File: src/rtl/gpio_evt_pkg.sv
// Package: shared field positions, trigger encoding and decoded
// configuration type for the pad receive event unit.
package gpio_evt_pkg;

    localparam int W0_TX_VAL   = 0;
    localparam int W0_TX_DIS   = 8;
    localparam int W0_RX_DIS   = 9;
    localparam int W0_MODE_LO  = 10;
    localparam int MODE_W      = 3;
    localparam int W0_ROUTE_LO = 17;
    localparam int NUM_ROUTES  = 4;
    localparam int W0_INV      = 23;
    localparam int W0_TRIG_LO  = 25;
    localparam int W2_FLT_EN   = 0;
    localparam int W2_CODE_LO  = 1;
    localparam int FLT_CODE_W  = 4;

    typedef enum logic [1:0] {
        TRIG_LEVEL = 2'd0,
        TRIG_EDGE1 = 2'd1,
        TRIG_NONE  = 2'd2,
        TRIG_EDGE2 = 2'd3
    } trig_e;

    typedef struct packed {
        logic                  tx_val;
        logic                  tx_dis;
        logic                  rx_dis;
        logic [MODE_W-1:0]     func_sel;
        logic [NUM_ROUTES-1:0] route_en;
        logic                  inv;
        trig_e                 trig;
    } pad_cfg_t;

    // Pull the fields the receive path uses out of the main word.
    function automatic pad_cfg_t decode_w0(input logic [31:0] w);
        pad_cfg_t c;
        c.tx_val   = w[W0_TX_VAL];
        c.tx_dis   = w[W0_TX_DIS];
        c.rx_dis   = w[W0_RX_DIS];
        c.func_sel = w[W0_MODE_LO +: MODE_W];
        c.route_en = w[W0_ROUTE_LO +: NUM_ROUTES];
        c.inv      = w[W0_INV];
        c.trig     = trig_e'(w[W0_TRIG_LO +: 2]);
        return c;
    endfunction

endpackage

File: src/rtl/pad_rx_sync.sv
// Module: pad_rx_sync
// Moves the asynchronous pad level into the clk domain through a
// flop chain. Assumes STAGES >= 2; output lags input by STAGES cycles.
module pad_rx_sync #(
    parameter int STAGES = 2
) (
    input  logic clk,
    input  logic rst_n,
    input  logic din,
    output logic dout
);
    logic [STAGES-1:0] chain;

    // Shift the pad level one stage per clock.
    always_ff @(posedge clk) begin
        if (!rst_n) chain <= '0;
        else        chain <= {chain[STAGES-2:0], din};
    end

    assign dout = chain[STAGES-1];
endmodule

File: src/rtl/pad_debounce.sv
// Module: pad_debounce
// Holds a filtered copy of the synchronized level. The copy takes a new
// value only after the input has differed from it for 2^code tick
// pulses in a row. Codes below MIN_CODE are raised to MIN_CODE. When
// disabled, the copy tracks the input so re-enabling starts clean.
module pad_debounce #(
    parameter int CODE_W   = 4,
    parameter int MIN_CODE = 3
) (
    input  logic              clk,
    input  logic              rst_n,
    input  logic              din,
    input  logic              tick,
    input  logic              en,
    input  logic [CODE_W-1:0] code,
    output logic              dout
);
    localparam int MAX_CODE = (1 << CODE_W) - 1;
    localparam int CNT_W    = (MAX_CODE < 1) ? 1 : MAX_CODE;

    logic [CODE_W-1:0] eff_code;
    logic [CNT_W:0]    span;
    logic [CNT_W-1:0]  last_cnt;
    logic [CNT_W-1:0]  cnt;
    logic              held;

    // Clamp the length code to the shortest legal filter.
    always_comb begin
        eff_code = (code < CODE_W'(MIN_CODE)) ? CODE_W'(MIN_CODE) : code;
        span     = {{CNT_W{1'b0}}, 1'b1} << eff_code;
        last_cnt = span[CNT_W-1:0] - {{(CNT_W-1){1'b0}}, 1'b1};
    end

    // Count ticks while the input differs; commit after the full window.
    always_ff @(posedge clk) begin
        if (!rst_n) begin
            held <= 1'b0;
            cnt  <= '0;
        end else if (!en) begin
            held <= din;
            cnt  <= '0;
        end else if (din == held) begin
            cnt  <= '0;
        end else if (tick) begin
            if (cnt == last_cnt) begin
                held <= din;
                cnt  <= '0;
            end else begin
                cnt  <= cnt + 1'b1;
            end
        end
    end

    assign dout = held;

    // with the filter running, the level only moves on a tick.
    p_change_on_tick_r2: assert property (@(posedge clk) disable iff (!rst_n)
        (en && $past(en) && (held != $past(held))) |-> $past(tick));

    // an input that matched the filtered level cannot move it.
    p_hold_when_equal_r2: assert property (@(posedge clk) disable iff (!rst_n)
        (en && (din == held)) |=> $stable(held));
endmodule

File: src/rtl/pad_event_detect.sv
// Module: pad_event_detect
// Applies polarity, then flags a level, single-edge or dual-edge event
// per the trigger code. Events are suppressed when receive is disabled,
// when a native function is selected or when the trigger is off.
module pad_event_detect
    import gpio_evt_pkg::*;
(
    input  logic  clk,
    input  logic  rst_n,
    input  logic  filt,
    input  logic  inv,
    input  trig_e trig,
    input  logic  rx_dis,
    input  logic  gpio_mode,
    output logic  evt
);
    logic pol;
    logic pol_q;
    logic hit;

    assign pol = filt ^ inv;

    // Remember last cycle's corrected level for edge detection.
    always_ff @(posedge clk) begin
        if (!rst_n) pol_q <= 1'b0;
        else        pol_q <= pol;
    end

    // Select the event condition for the trigger code.
    always_comb begin
        case (trig)
            TRIG_LEVEL: hit = pol;
            TRIG_EDGE1: hit = pol & ~pol_q;
            TRIG_EDGE2: hit = pol ^ pol_q;
            default:    hit = 1'b0;
        endcase
    end

    assign evt = hit & ~rx_dis & gpio_mode;

    // the off code never produces an event.
    p_off_quiet_r7: assert property (@(posedge clk) disable iff (!rst_n)
        (trig == TRIG_NONE) |-> !evt);

    // a disabled receive buffer never produces an event.
    p_rxdis_quiet_r8: assert property (@(posedge clk) disable iff (!rst_n)
        rx_dis |-> !evt);

    // native functions bypass the event logic.
    p_native_quiet_r9: assert property (@(posedge clk) disable iff (!rst_n)
        !gpio_mode |-> !evt);

    // in level mode a high corrected level held over two cycles keeps firing.
    p_level_fires_r4: assert property (@(posedge clk) disable iff (!rst_n)
        (trig == TRIG_LEVEL && gpio_mode && !rx_dis && pol && pol_q) |-> evt);
endmodule

File: src/rtl/pad_status_route.sv
// Module: pad_status_route
// Sticky status bit with write-one-to-clear. An event in the same
// cycle as a clear wins. Registered per-destination outputs gate the
// status with each one-hot routing enable.
module pad_status_route #(
    parameter int N_ROUTES = 4
) (
    input  logic                clk,
    input  logic                rst_n,
    input  logic                evt,
    input  logic                clr,
    input  logic [N_ROUTES-1:0] route_en,
    output logic                sts,
    output logic [N_ROUTES-1:0] irq
);
    // Set on event, drop on clear pulse, otherwise hold.
    always_ff @(posedge clk) begin
        if (!rst_n) sts <= 1'b0;
        else        sts <= evt | (sts & ~clr);
    end

    // One registered, glitch-free output per destination.
    for (genvar i = 0; i < N_ROUTES; i++) begin : g_route
        always_ff @(posedge clk) begin
            if (!rst_n) irq[i] <= 1'b0;
            else        irq[i] <= sts & route_en[i];
        end
    end

    // an event sets status on the next cycle, even during a clear.
    p_event_sets_r10: assert property (@(posedge clk) disable iff (!rst_n)
        evt |=> sts);

    // a clear without a concurrent event drops status.
    p_clear_drops_r10: assert property (@(posedge clk) disable iff (!rst_n)
        (clr && !evt) |=> !sts);

    // no destination fires while status was low.
    p_route_idle_r11: assert property (@(posedge clk) disable iff (!rst_n)
        !sts |=> (irq == '0));
endmodule

File: src/rtl/gpio_rx_event_unit.sv
// Module: gpio_rx_event_unit (top)
// Receive-side event unit for one GPIO pad: synchronizer, optional
// debounce, polarity and trigger detection, sticky status and
// interrupt routing, plus transmit enable gating. Assumes rtc_tick is
// a single-cycle pulse in the clk domain.
module gpio_rx_event_unit
    import gpio_evt_pkg::*;
#(
    parameter int SYNC_STAGES = 2,
    parameter int MIN_CODE    = 3
) (
    input  logic                  clk,
    input  logic                  rst_n,
    input  logic                  pad_in,
    input  logic                  rtc_tick,
    input  logic [31:0]           cfg_w0,
    input  logic [31:0]           cfg_w2,
    input  logic                  sts_clr,
    output logic                  rx_state,
    output logic                  evt_sts,
    output logic [NUM_ROUTES-1:0] irq_out,
    output logic                  tx_en,
    output logic                  tx_drive
);
    pad_cfg_t              cfg;
    logic                  flt_en;
    logic [FLT_CODE_W-1:0] flt_code;
    logic                  sync_lvl;
    logic                  deb_lvl;
    logic                  filt;
    logic                  evt;
    logic                  unused_cfg_bits;

    assign cfg      = decode_w0(cfg_w0);
    assign flt_en   = cfg_w2[W2_FLT_EN];
    assign flt_code = cfg_w2[W2_CODE_LO +: FLT_CODE_W];
    assign unused_cfg_bits = ^{cfg_w0[31:27], cfg_w0[24], cfg_w0[22:21],
                               cfg_w0[16:13], cfg_w0[7:1], cfg_w2[31:5]};

    pad_rx_sync #(.STAGES(SYNC_STAGES)) u_sync (
        .clk   (clk),
        .rst_n (rst_n),
        .din   (pad_in),
        .dout  (sync_lvl)
    );

    pad_debounce #(.CODE_W(FLT_CODE_W), .MIN_CODE(MIN_CODE)) u_deb (
        .clk   (clk),
        .rst_n (rst_n),
        .din   (sync_lvl),
        .tick  (rtc_tick),
        .en    (flt_en),
        .code  (flt_code),
        .dout  (deb_lvl)
    );

    assign filt = flt_en ? deb_lvl : sync_lvl;

    pad_event_detect u_det (
        .clk       (clk),
        .rst_n     (rst_n),
        .filt      (filt),
        .inv       (cfg.inv),
        .trig      (cfg.trig),
        .rx_dis    (cfg.rx_dis),
        .gpio_mode (cfg.func_sel == '0),
        .evt       (evt)
    );

    pad_status_route #(.N_ROUTES(NUM_ROUTES)) u_sts (
        .clk      (clk),
        .rst_n    (rst_n),
        .evt      (evt),
        .clr      (sts_clr),
        .route_en (cfg.route_en),
        .sts      (evt_sts),
        .irq      (irq_out)
    );

    assign rx_state = filt & ~cfg.rx_dis;
    assign tx_en    = ~cfg.tx_dis;
    assign tx_drive = cfg.tx_val & ~cfg.tx_dis;

    // a disabled receive buffer reads back as 0.
    p_rx_masked_r8: assert property (@(posedge clk) disable iff (!rst_n)
        cfg.rx_dis |-> !rx_state);
endmodule

File: config.mk
export PLATFORM = sky130hd
export DESIGN_NAME = gpio_rx_event_unit
export DESIGN_NICKNAME = d
export VERILOG_FILES = /design/src/rtl/gpio_evt_pkg.sv /design/src/rtl/pad_rx_sync.sv /design/src/rtl/pad_debounce.sv /design/src/rtl/pad_event_detect.sv /design/src/rtl/pad_status_route.sv /design/src/rtl/gpio_rx_event_unit.sv
export SDC_FILE = /design/constraint.sdc
export NUM_CORES = 1
export LEC_CHECK = 0
export CAP_MARGIN = 40
export CORE_ASPECT_RATIO = 0.7
export CORE_MARGIN = 4
export CORE_UTILIZATION = 44
export CTS_CLUSTER_SIZE = 28
export DETAILED_ROUTE_END_ITERATION = 8
export GPL_TIMING_DRIVEN = 0
export PLACE_DENSITY = 0.85
export SLEW_MARGIN = 25
export SYNTH_ARGS = -nofsm -noshare
export SYNTH_HDL_FRONTEND = slang
export SYNTH_SLANG_ARGS = --single-unit
File: constraint.sdc
create_clock -name clk -period 4.22 [get_ports clk]
set_input_delay 0.422 -clock clk [delete_from_list [all_inputs] [get_ports clk]]
set_output_delay 0.422 -clock clk [all_outputs]
set_load 0.03 [all_outputs]
After elaboration in Yosys (flattened, before gate mapping)
Cells that the tools add are included.
W data, S select, Z words.
{"block": "classes", "addsub": 2, "n_lt_le_gt_ge": 1, "eq_ne": 7, "n_shift": 1, "n_mux": 8, "bitwise": 19, "reduce_logical": 4}
{"operator": "$add A15 B1 Y15 const B", "count": 1}
{"operator": "$eq A15 B15 Y1", "count": 1}
{"operator": "$mux W15", "count": 1}
{"operator": "$shl A1 B4 Y15 const A", "count": 1}
{"operator": "$sub A15 B1 Y15 const B", "count": 1}
{"operator": "$and A1 B1 Y1", "count": 10}
{"operator": "$not A1 Y1", "count": 6}
{"operator": "$mux W1", "count": 5}
{"operator": "$lt A4 B2 Y1 const B", "count": 1}
{"operator": "$mux W4", "count": 1}
{"operator": "$ne A2 B2 Y1 const B", "count": 2}
{"operator": "$logic_not A3 Y1", "count": 1}
{"operator": "$pmux W1 S3", "count": 1}
{"operator": "$reduce_and A3 Y1", "count": 1}
{"operator": "$reduce_or A3 Y1", "count": 1}
{"operator": "$eq A2 B1 Y1 const B", "count": 1}
{"operator": "$eq A2 B2 Y1 const B", "count": 1}
{"operator": "$logic_not A2 Y1", "count": 1}
{"operator": "$ne A2 B1 Y1 const B", "count": 1}
{"operator": "$xor A1 B1 Y1", "count": 2}
{"operator": "$eq A1 B1 Y1", "count": 1}
{"operator": "$or A1 B1 Y1", "count": 1}
{"block": "word_totals", "reg_bits": 24, "in_bits": 69, "out_inout_bits": 8, "word_cells": 51}

Logic depth before layout (Yosys ltp)
Gate-level depths: netlist (run 1).
{"block": "logic_depth", "depth_word": 9, "mapped_depth": 12, "mapped_depth_nobuf": 9}

Modules after synthesis
From an unflattened synthesis (run 1), not the netlist that was laid out.
{"block": "unflattened", "cells_unflattened": 171, "hier_area_um2": 1480.2}
{"mod": "pad_debounce", "instances": 1, "cells_per_inst": 140, "area_per_inst_um2": 1151.1, "seq_area_each_um2": 320.3}
{"mod": "pad_status_route", "instances": 1, "cells_per_inst": 11, "area_per_inst_um2": 143.9, "seq_area_each_um2": 100.1}
{"mod": "pad_event_detect", "instances": 1, "cells_per_inst": 11, "area_per_inst_um2": 88.8, "seq_area_each_um2": 20.0}
{"mod": "pad_rx_sync", "instances": 1, "cells_per_inst": 4, "area_per_inst_um2": 52.6, "seq_area_each_um2": 40.0}
{"mod": "gpio_rx_event_unit", "instances": 1, "cells_per_inst": 5, "area_per_inst_um2": 43.8, "seq_area_each_um2": 0.0}

Least setup slack after synthesis (run 1)
OpenSTA, ideal clock, no wires.
{"block": "synth_path", "path_type": "input -> register", "from": "input cfg_w2[4]", "to": "register u_deb.cnt[11]", "setup_time_ns": 0.115, "arrival_ns": 2.850, "slack_ns": 1.256, "cell_stages": 12, "path_cell_list": "buf_4 > nand2b_1 > or3_1 > ha_1 > buf_2 > or4bb_1 > a211o_1 > o211ai_1 > nand3_1 > o31ai_4 > buf_6 > nor2_1"}
{"block": "synth_via", "elab_chain_len": 6}
{"item": "start, declared", "line": "gpio_rx_event_unit.sv:17", "text": "input logic [31:0] cfg_w2,"}
{"item": "$lt A4 B2 Y1", "line": "pad_debounce.sv:29", "text": "eff_code = (code < CODE_W'(MIN_CODE)) ? CODE_W'(MIN_CODE) : code;"}
{"item": "$mux W4 (*)", "line": "pad_debounce.sv:29"}
{"item": "$shl A1 B4 Y15 (*)", "line": "pad_debounce.sv:30", "text": "span = {{CNT_W{1'b0}}, 1'b1} << eff_code;"}
{"item": "$sub A15 B1 Y15 (*)", "line": "pad_debounce.sv:31", "text": "last_cnt = span[CNT_W-1:0] - {{(CNT_W-1){1'b0}}, 1'b1};"}
{"item": "$eq A15 B15 Y1 (*)", "line": "pad_debounce.sv:45", "text": "if (cnt == last_cnt) begin"}
{"item": "$mux W15 (*)", "line": "pad_debounce.sv:45"}
{"item": "end signal, assigned", "line": "pad_debounce.sv:49", "text": "cnt <= cnt + 1'b1;"}
{"item": "end, declared", "line": "pad_debounce.sv:24", "text": "logic [CNT_W-1:0] cnt;"}
Mark *: on every way between the ends. The rest lies on a longest branch, timed or not.
A chain may end at the register's enable or synchronous reset.

Final worst setup path (run 1)
{"block": "layout_path", "from": "input cfg_w2[2]", "to": "register u_deb.cnt[10]"}
Same word-level chain as after synthesis.

==> impl_metrics.py, run 1 <==
metrics = {
    "grt": {
        "grt_pass1_vias": 1343,
        "grt_first_pass_wirelength_um": 6260,
        "grt_antenna_before_repair": 0,
        "globalRouteTotalUtil": 0.165,
        "globalRoute.totalOverflow": 0,
        "grt_start_max_net_pins": 13,
    },
    "synthesis": {
        "synth_seq_area_share": 0.297,
        "yosys_register_bits": 24,
        "ys.flop_type": "dfxtp_1",
        "synthMostInstantiatedCell": "dfxtp_1",
        "synth.lib_cells_used.distinct": 54,
        "synth_commonest_cells": "dfxtp_1, nor2_1, xnor2_1",
        "edff_count_synth": 0,
        "post_synth_instance_area_um2": 1620,
        "synth_top_area_share": 0.297,
        "synthTopCellsByArea": "dfxtp_1, xnor2_1, xor2_1",
        "async_reset_ff_frac": 0,
        "syn-mean-instance-area_um2": 8.17,
        "ys_warn_count": 0,
        "netlist_instances": 198,
        "synth_top_area_cell": "dfxtp_1",
    },
    "drt": {
        "final_antenna_net_count": 0,
        "drt_first_iter_violations": 122,
        "drt_wl_total_um": 3630,
        "wire_per_inst_um": 12.9,
        "detailedRoute.firstPassIterationCount": 4,
        "via_per_inst": 5.48,
        "drc": 0,
        "via_count": 1539,
    },
    "floorplan": {
        "floorplan.initialDensity": 0.458,
        "core_um2": 3540,
        "floorplan.die.width_um": 80.5,
        "num_io_pins": 77,
        "rows": 18,
        "design.die.area_um2": 4730,
        "die_h_um": 58.7,
    },
    "cts": {
        "cts_setup_buffers": 0,
        "ctsHoldBuffers": 0,
        "cts_root_buf": "clkbuf_8",
        "cts_max_level": 1,
        "clk_pin_slew_worst_paths_ns": 0.08,
        "clock_insertion_delay_worst_skew_ns": 0.26,
        "clockBufferDepth": 2,
        "cts.sink_count": 24,
        "cts_buffers": 3,
        "cts_tree": "done",
        "ctsResizeCount": 0,
    },
    "timing": {
        "setup_total_neg_slack_ns": 0,
        "finalCritPeriodShare": 0.834,
        "timing.hold.ws_ns": 0.437,
        "final.min_clock_period_ns": 3.52,
        "setup_viol": 0,
        "count_of_pins_over_their_slew_limit": 0,
        "clock_skew_ns": 0.00774,
        "hold_viol_final": 0,
        "rsz0062_at_grt": "no",
        "max_freq_ghz": 0.284,
    },
    "min_path": {
        "min_delay_path_depth": 1,
        "holdPathEnd": "u_sync.chain[1]$_SDFF_PN0_",
        "hp-class": "reg2reg",
        "hold_path.startpoint": "u_sync.chain[0]$_SDFF_PN0_",
    },
    "final_layout": {
        "non_filler_instances": 281,
        "ratio_of_cells_with_drive_above_1_in_the_final_layout": 0.0649,
        "final_nets": 306,
        "finalInstanceArea_um2": 2020,
        "filler_cell_count": 318,
        "num_antenna_cells": 0,
        "layout-area-overhead-vs-synth_pct": 24.6,
    },
    "setup_path": {
        "reg2reg_slack_ns": 2.33,
        "cp-start-kind": "primary input",
        "r2r-start": "u_deb.cnt[8]$_SDFFE_PP0P_",
        "critical_path_required_ns": 4.38,
        "critPathLaunch": "cfg_w2[2]",
        "timing.reg2reg.worst_path_depth": 7,
        "worst-setup-path-type": "in2reg",
        "crit_path_end_kind": "register",
        "crit_fanout": 10,
        "timing.critical_path.arrival_ns": 3.67,
        "rr_endpoint": "u_deb.cnt[10]$_SDFFE_PP0P_",
    },
    "power": {
        "ir_drop_mv": 0.109,
        "design_power_total_w": 0.000447,
        "power.density_nw_per_um2": 222,
        "static-leakage-power_nw": 0.738,
    },
    "placed_design": {
        "cell_area_after_placement_um2": 1970,
        "detailedPlacementHpwl_um": 2890,
        "buffer_ports.inserted": 29,
        "place_inst": 278,
        "gp_congestion": 0.849,
    },
    "status": {
        "outcome": "finished, final reports clean",
    },
    "flow_run": {
        "timing.max_cap.violations": 0,
    },
}
## registers in the layout (all words and copies together), names as in the netlist
register	flops
u_deb.dout	1
u_sync.chain	2
u_sts.sts	1
u_sts.irq	4
u_det.pol_q	1
u_deb.cnt	15
## cells in the final DEF, fill, tap and decap left out, types with 4 or more instances in the layout
cell              n
inv_1             8
o211ai_1          5
xnor2_1          13
a21oi_1          10
xor2_1           12
clkdlybuf4s50_1  29
ha_1              4
and2_1            4
nor2_1           21
dfxtp_1          24
nand4_1           7
clkbuf_1          6
and4_1            4
nand3_1          11
nand2_1          12
and3_1            6
## routing by layer
| layer | share of wire | track usage | wire (um) | vias up |
|---|---|---|---|---|
| li1 | - | - | - | 782 |
| met1 | 0.49 | 0.244 | 1780 | 718 |
| met2 | 0.44 | 0.251 | 1610 | 37 |
| met3 | 0.058 | 0.0260 | 212 | 2 |
| met4 | 0.0074 | 0.0361 | 27 | 0 |
| met5 | 0 | 0 | 0 | - |
## metrics by stage
stage / worst slack [ns] / util
3_3_place_gp: 0.451 / 0.558
5_1_grt: 0.514 / 0.570
4_1_cts: 0.712 / 0.570
3_5_place_dp: 0.425 / 0.558
6_report: 0.703 / 0.570
2_1_floorplan: 1.26 / -
## kinds of logic (layout without fill, tap and decap cells)
logic type / count (synthesis) / in the layout / synth area share
compound gates: 36 / 36 / 0.163
other cells: 1 / 2 / 0.00232
xor+xnor: 25 / 25 / 0.135
mux: 1 / 1 / 0.00619
buf+inv: 18 / 50 / 0.0503
simple gates: 89 / 89 / 0.315
flops: 24 / 24 / 0.297
fa+ha+maj: 4 / 4 / 0.0309
## where the power goes
group | internal [W] | total [W] | switching (W)
Combinational | 0.0000428 | 0.0000861 | 0.0000433
Clock | 0.0000638 | 0.000131 | 0.0000669
Sequential | 0.000229 | 0.000230 | 0.00000149
## layout make-up
cell class / instances / area, um2 / area share
Inverter: 8 / 30.0 / 0.0149
Buffer: 10 / 51.3 / 0.0255
Sequential cell: 24 / 480 / 0.238
Clock buffer: 3 / 41.3 / 0.0205
Multi-Input combinational cell: 157 / 1060 / 0.526
Tap cell: 50 / 62.6 / 0.0310
Timing Repair Buffer: 29 / 290 / 0.144
## worst max path at each step
| stage | cells past startpoint | slack (ns) | to |
|---|---|---|---|
| global route | 12 | 0.51 | u_deb.cnt[10]$_SDFFE_PP0P_ |
| finish | 12 | 0.70 | u_deb.cnt[10]$_SDFFE_PP0P_ |
| detailed placement | 12 | 0.43 | u_deb.cnt[10]$_SDFFE_PP0P_ |
| floorplan | 12 | 1.26 | u_deb.cnt[11]$_SDFFE_PP0P_ |
| global placement | 12 | 0.45 | u_deb.cnt[11]$_SDFFE_PP0P_ |
| CTS | 12 | 0.71 | u_deb.cnt[10]$_SDFFE_PP0P_ |
## critical path: stages
cell and delay (ns):
clkdlybuf4s50_1 0.53, clkbuf_1 0.27, or3_1 0.41, ha_1 0.18, buf_2 0.17, or4bb_1 0.51
a211o_1 0.27, o211ai_1 0.12, nand3_1 0.25, o31ai_4 0.31, buf_6 0.18, nor2_1 0.06
(Power assumes the default switching activity.)
==> run 2: changes to the inputs <==
--- a/config.mk
+++ b/config.mk
@@ -8,11 +8,11 @@
 export CAP_MARGIN = 40
 export CORE_ASPECT_RATIO = 0.7
 export CORE_MARGIN = 4
-export CORE_UTILIZATION = 44
+export CORE_UTILIZATION = 37
 export CTS_CLUSTER_SIZE = 28
 export DETAILED_ROUTE_END_ITERATION = 8
 export GPL_TIMING_DRIVEN = 0
-export PLACE_DENSITY = 0.85
+export PLACE_DENSITY = 0.77
 export SLEW_MARGIN = 25
 export SYNTH_ARGS = -nofsm -noshare
 export SYNTH_HDL_FRONTEND = slang
==> constraint.sdc (replaced) <==
create_clock -name clk -period 3 [get_ports clk]
set_input_delay 0.3 -clock clk [delete_from_list [all_inputs] [get_ports clk]]
set_output_delay 0.3 -clock clk [all_outputs]
set_load 0.03 [all_outputs]
==> impl_metrics.py, run 2 (same netlist as run 1, synthesis figures left out) <==
metrics = {
    "timing": {
        "clock_skew_ns": 0.00326,
        "timing.hold.ws_ns": 0.434,
        "rsz0062_at_grt": "no",
        "hold_viol_final": 0,
        "setup_viol": 0,
        "count_of_pins_over_their_slew_limit": 0,
        "setup_total_neg_slack_ns": 0,
        "finalCritPeriodShare": 0.965,
        "final.min_clock_period_ns": 2.90,
        "max_freq_ghz": 0.345,
    },
    "cts": {
        "cts_tree": "done",
        "clk_pin_slew_worst_paths_ns": 0.08,
        "cts_root_buf": "clkbuf_8",
        "cts.sink_count": 24,
        "ctsHoldBuffers": 0,
        "clock_insertion_delay_worst_skew_ns": 0.26,
        "cts_max_level": 1,
        "cts_buffers": 3,
        "clockBufferDepth": 2,
    },
    "drt": {
        "drt_first_iter_violations": 122,
        "wire_per_inst_um": 14.0,
        "detailedRoute.firstPassIterationCount": 4,
        "via_count": 1545,
        "final_antenna_net_count": 0,
        "drc": 0,
        "via_per_inst": 5.38,
        "drt_wl_total_um": 4010,
    },
    "floorplan": {
        "design.die.area_um2": 5510,
        "core_um2": 4070,
        "rows": 19,
        "num_io_pins": 77,
        "floorplan.initialDensity": 0.398,
        "die_h_um": 63.3,
        "floorplan.die.width_um": 87.0,
    },
    "grt": {
        "grt_start_max_net_pins": 14,
        "globalRouteTotalUtil": 0.144,
        "globalRoute.totalOverflow": 0,
        "grt_antenna_before_repair": 0,
        "grt_first_pass_wirelength_um": 6470,
        "grt_pass1_vias": 1367,
    },
    "flow_run": {
        "timing.max_cap.violations": 0,
    },
    "power": {
        "ir_drop_mv": 0.238,
        "static-leakage-power_nw": 0.781,
        "power.density_nw_per_um2": 320,
    },
    "setup_path": {
        "crit_path_end_kind": "register",
        "crit_fanout": 10,
        "worst-setup-path-type": "in2reg",
        "critical_path_required_ns": 3.16,
        "r2r-start": "u_deb.cnt[2]$_SDFFE_PP0P_",
        "timing.critical_path.arrival_ns": 3.06,
        "cp-start-kind": "primary input",
        "critPathLaunch": "cfg_w2[1]",
    },
    "final_layout": {
        "filler_cell_count": 374,
        "layout_commonest_cell": "clkdlybuf4s50_1",
        "final_nets": 309,
        "finalInstanceArea_um2": 2100,
        "layout_common_cells": "clkdlybuf4s50_1, dfxtp_1, nor2_1",
        "ratio_of_cells_with_drive_above_1_in_the_final_layout": 0.106,
        "num_antenna_cells": 0,
        "multiInputGateArea_um2": 1080,
        "non_filler_instances": 287,
        "largest_register_ffs": 15,
        "finalCoreUtilization": 0.516,
        "max_flop_register": "u_deb.cnt",
        "reg_top3": "u_deb.cnt: 15 flops, u_sts.irq: 4 flops, u_sync.chain: 2 flops",
        "layout-area-overhead-vs-synth_pct": 29.5,
        "ff_latch_area_um2": 480,
    },
    "min_path": {
        "hold_path.startpoint": "u_sync.chain[0]$_SDFF_PN0_",
        "hp-class": "reg2reg",
    },
    "placed_design": {
        "cell_area_after_placement_um2": 1980,
        "detailedPlacementHpwl_um": 3010,
        "gp_congestion": 0.822,
        "place_inst": 280,
        "buffer_ports.inserted": 29,
    },
    "status": {
        "outcome": "finished, final reports clean",
    },
}
run 2: routing by layer:
metal,track usage,vias up,wire (um)
met5,0,-,0
met4,0.0214,0,19
met3,0.0378,4,335
met2,0.205,48,1650
met1,0.219,710,2000
li1,-,783,-
run 2: worst max-delay path, stage by stage:
cell and delay (ns):
dlygate4sd2_1 0.29, clkbuf_8 0.18, or3_4 0.38, ha_4 0.20, or4bb_1 0.53, a211o_1 0.28, o211ai_1 0.14, nand3_2 0.19
o31ai_4 0.35, buf_6 0.18, nor2_1 0.05
run 2: through the flow:
step / worst slack (ns) / power (W)
after CTS: 0.00325 / 0.000668
after global placement: -0.673 / 0.000449
after detailed placement: -0.662 / 0.000451
after global routing: 0.00325 / 0.000708
after floorplan: 0.158 / 0.000400
final: 0.105 / 0.000671
run 2: what timing repair did:
item / CTS / global route
hold endpoints to repair: 0 / 0
endpoints found under the setup margin: 15 / 11
resized for setup: 12 / 5
pin swaps: 2 / 4
buffers inserted: 1 / 2
cloned: 1 / 0
run 2: layout make-up:
| class | count | share of cell area |
|---|---|---|
| multi-input cells | 157 | 0.516 |
| plain buffers | 9 | 0.0316 |
| repair buffers | 33 | 0.151 |
| flip-flops and latches | 24 | 0.229 |
| clock buffers | 4 | 0.0263 |
| inverters | 8 | 0.0143 |
| well taps | 52 | 0.0310 |
run 2: power by group:
| group | internal, W | switching [W] | leakage (nW) | total, W |
|---|---|---|---|---|
| clock network | 0.000117 | 0.0000974 | 0.0288 | 0.000214 |
| logic | 0.0000680 | 0.0000654 | 0.558 | 0.000133 |
| registers | 0.000321 | 0.00000183 | 0.194 | 0.000323 |
| total | 0.000506 | 0.000165 | 0.781 | 0.000671 |
run 2: path summary, 6_finish.rpt:
path	endpoint	slack (ns)	cells after the start
max	u_deb.cnt[7]$_SDFFE_PP0P_	0.10	11
min	u_sync.chain[1]$_SDFF_PN0_	0.43	1
max reg2reg	u_deb.cnt[7]$_SDFFE_PP0P_	0.96	7
min reg2reg	u_sync.chain[1]$_SDFF_PN0_	0.43	1
==> run 3: changes to the inputs <==
--- a/config.mk
+++ b/config.mk
@@ -13,6 +13,7 @@
 export DETAILED_ROUTE_END_ITERATION = 8
 export GPL_TIMING_DRIVEN = 0
 export PLACE_DENSITY = 0.77
+export SKIP_LAST_GASP = 1
 export SLEW_MARGIN = 25
 export SYNTH_ARGS = -nofsm -noshare
 export SYNTH_HDL_FRONTEND = slang
==> results of run 3 <==
The final DEF is identical to that of run 2; final timing and power are the same.
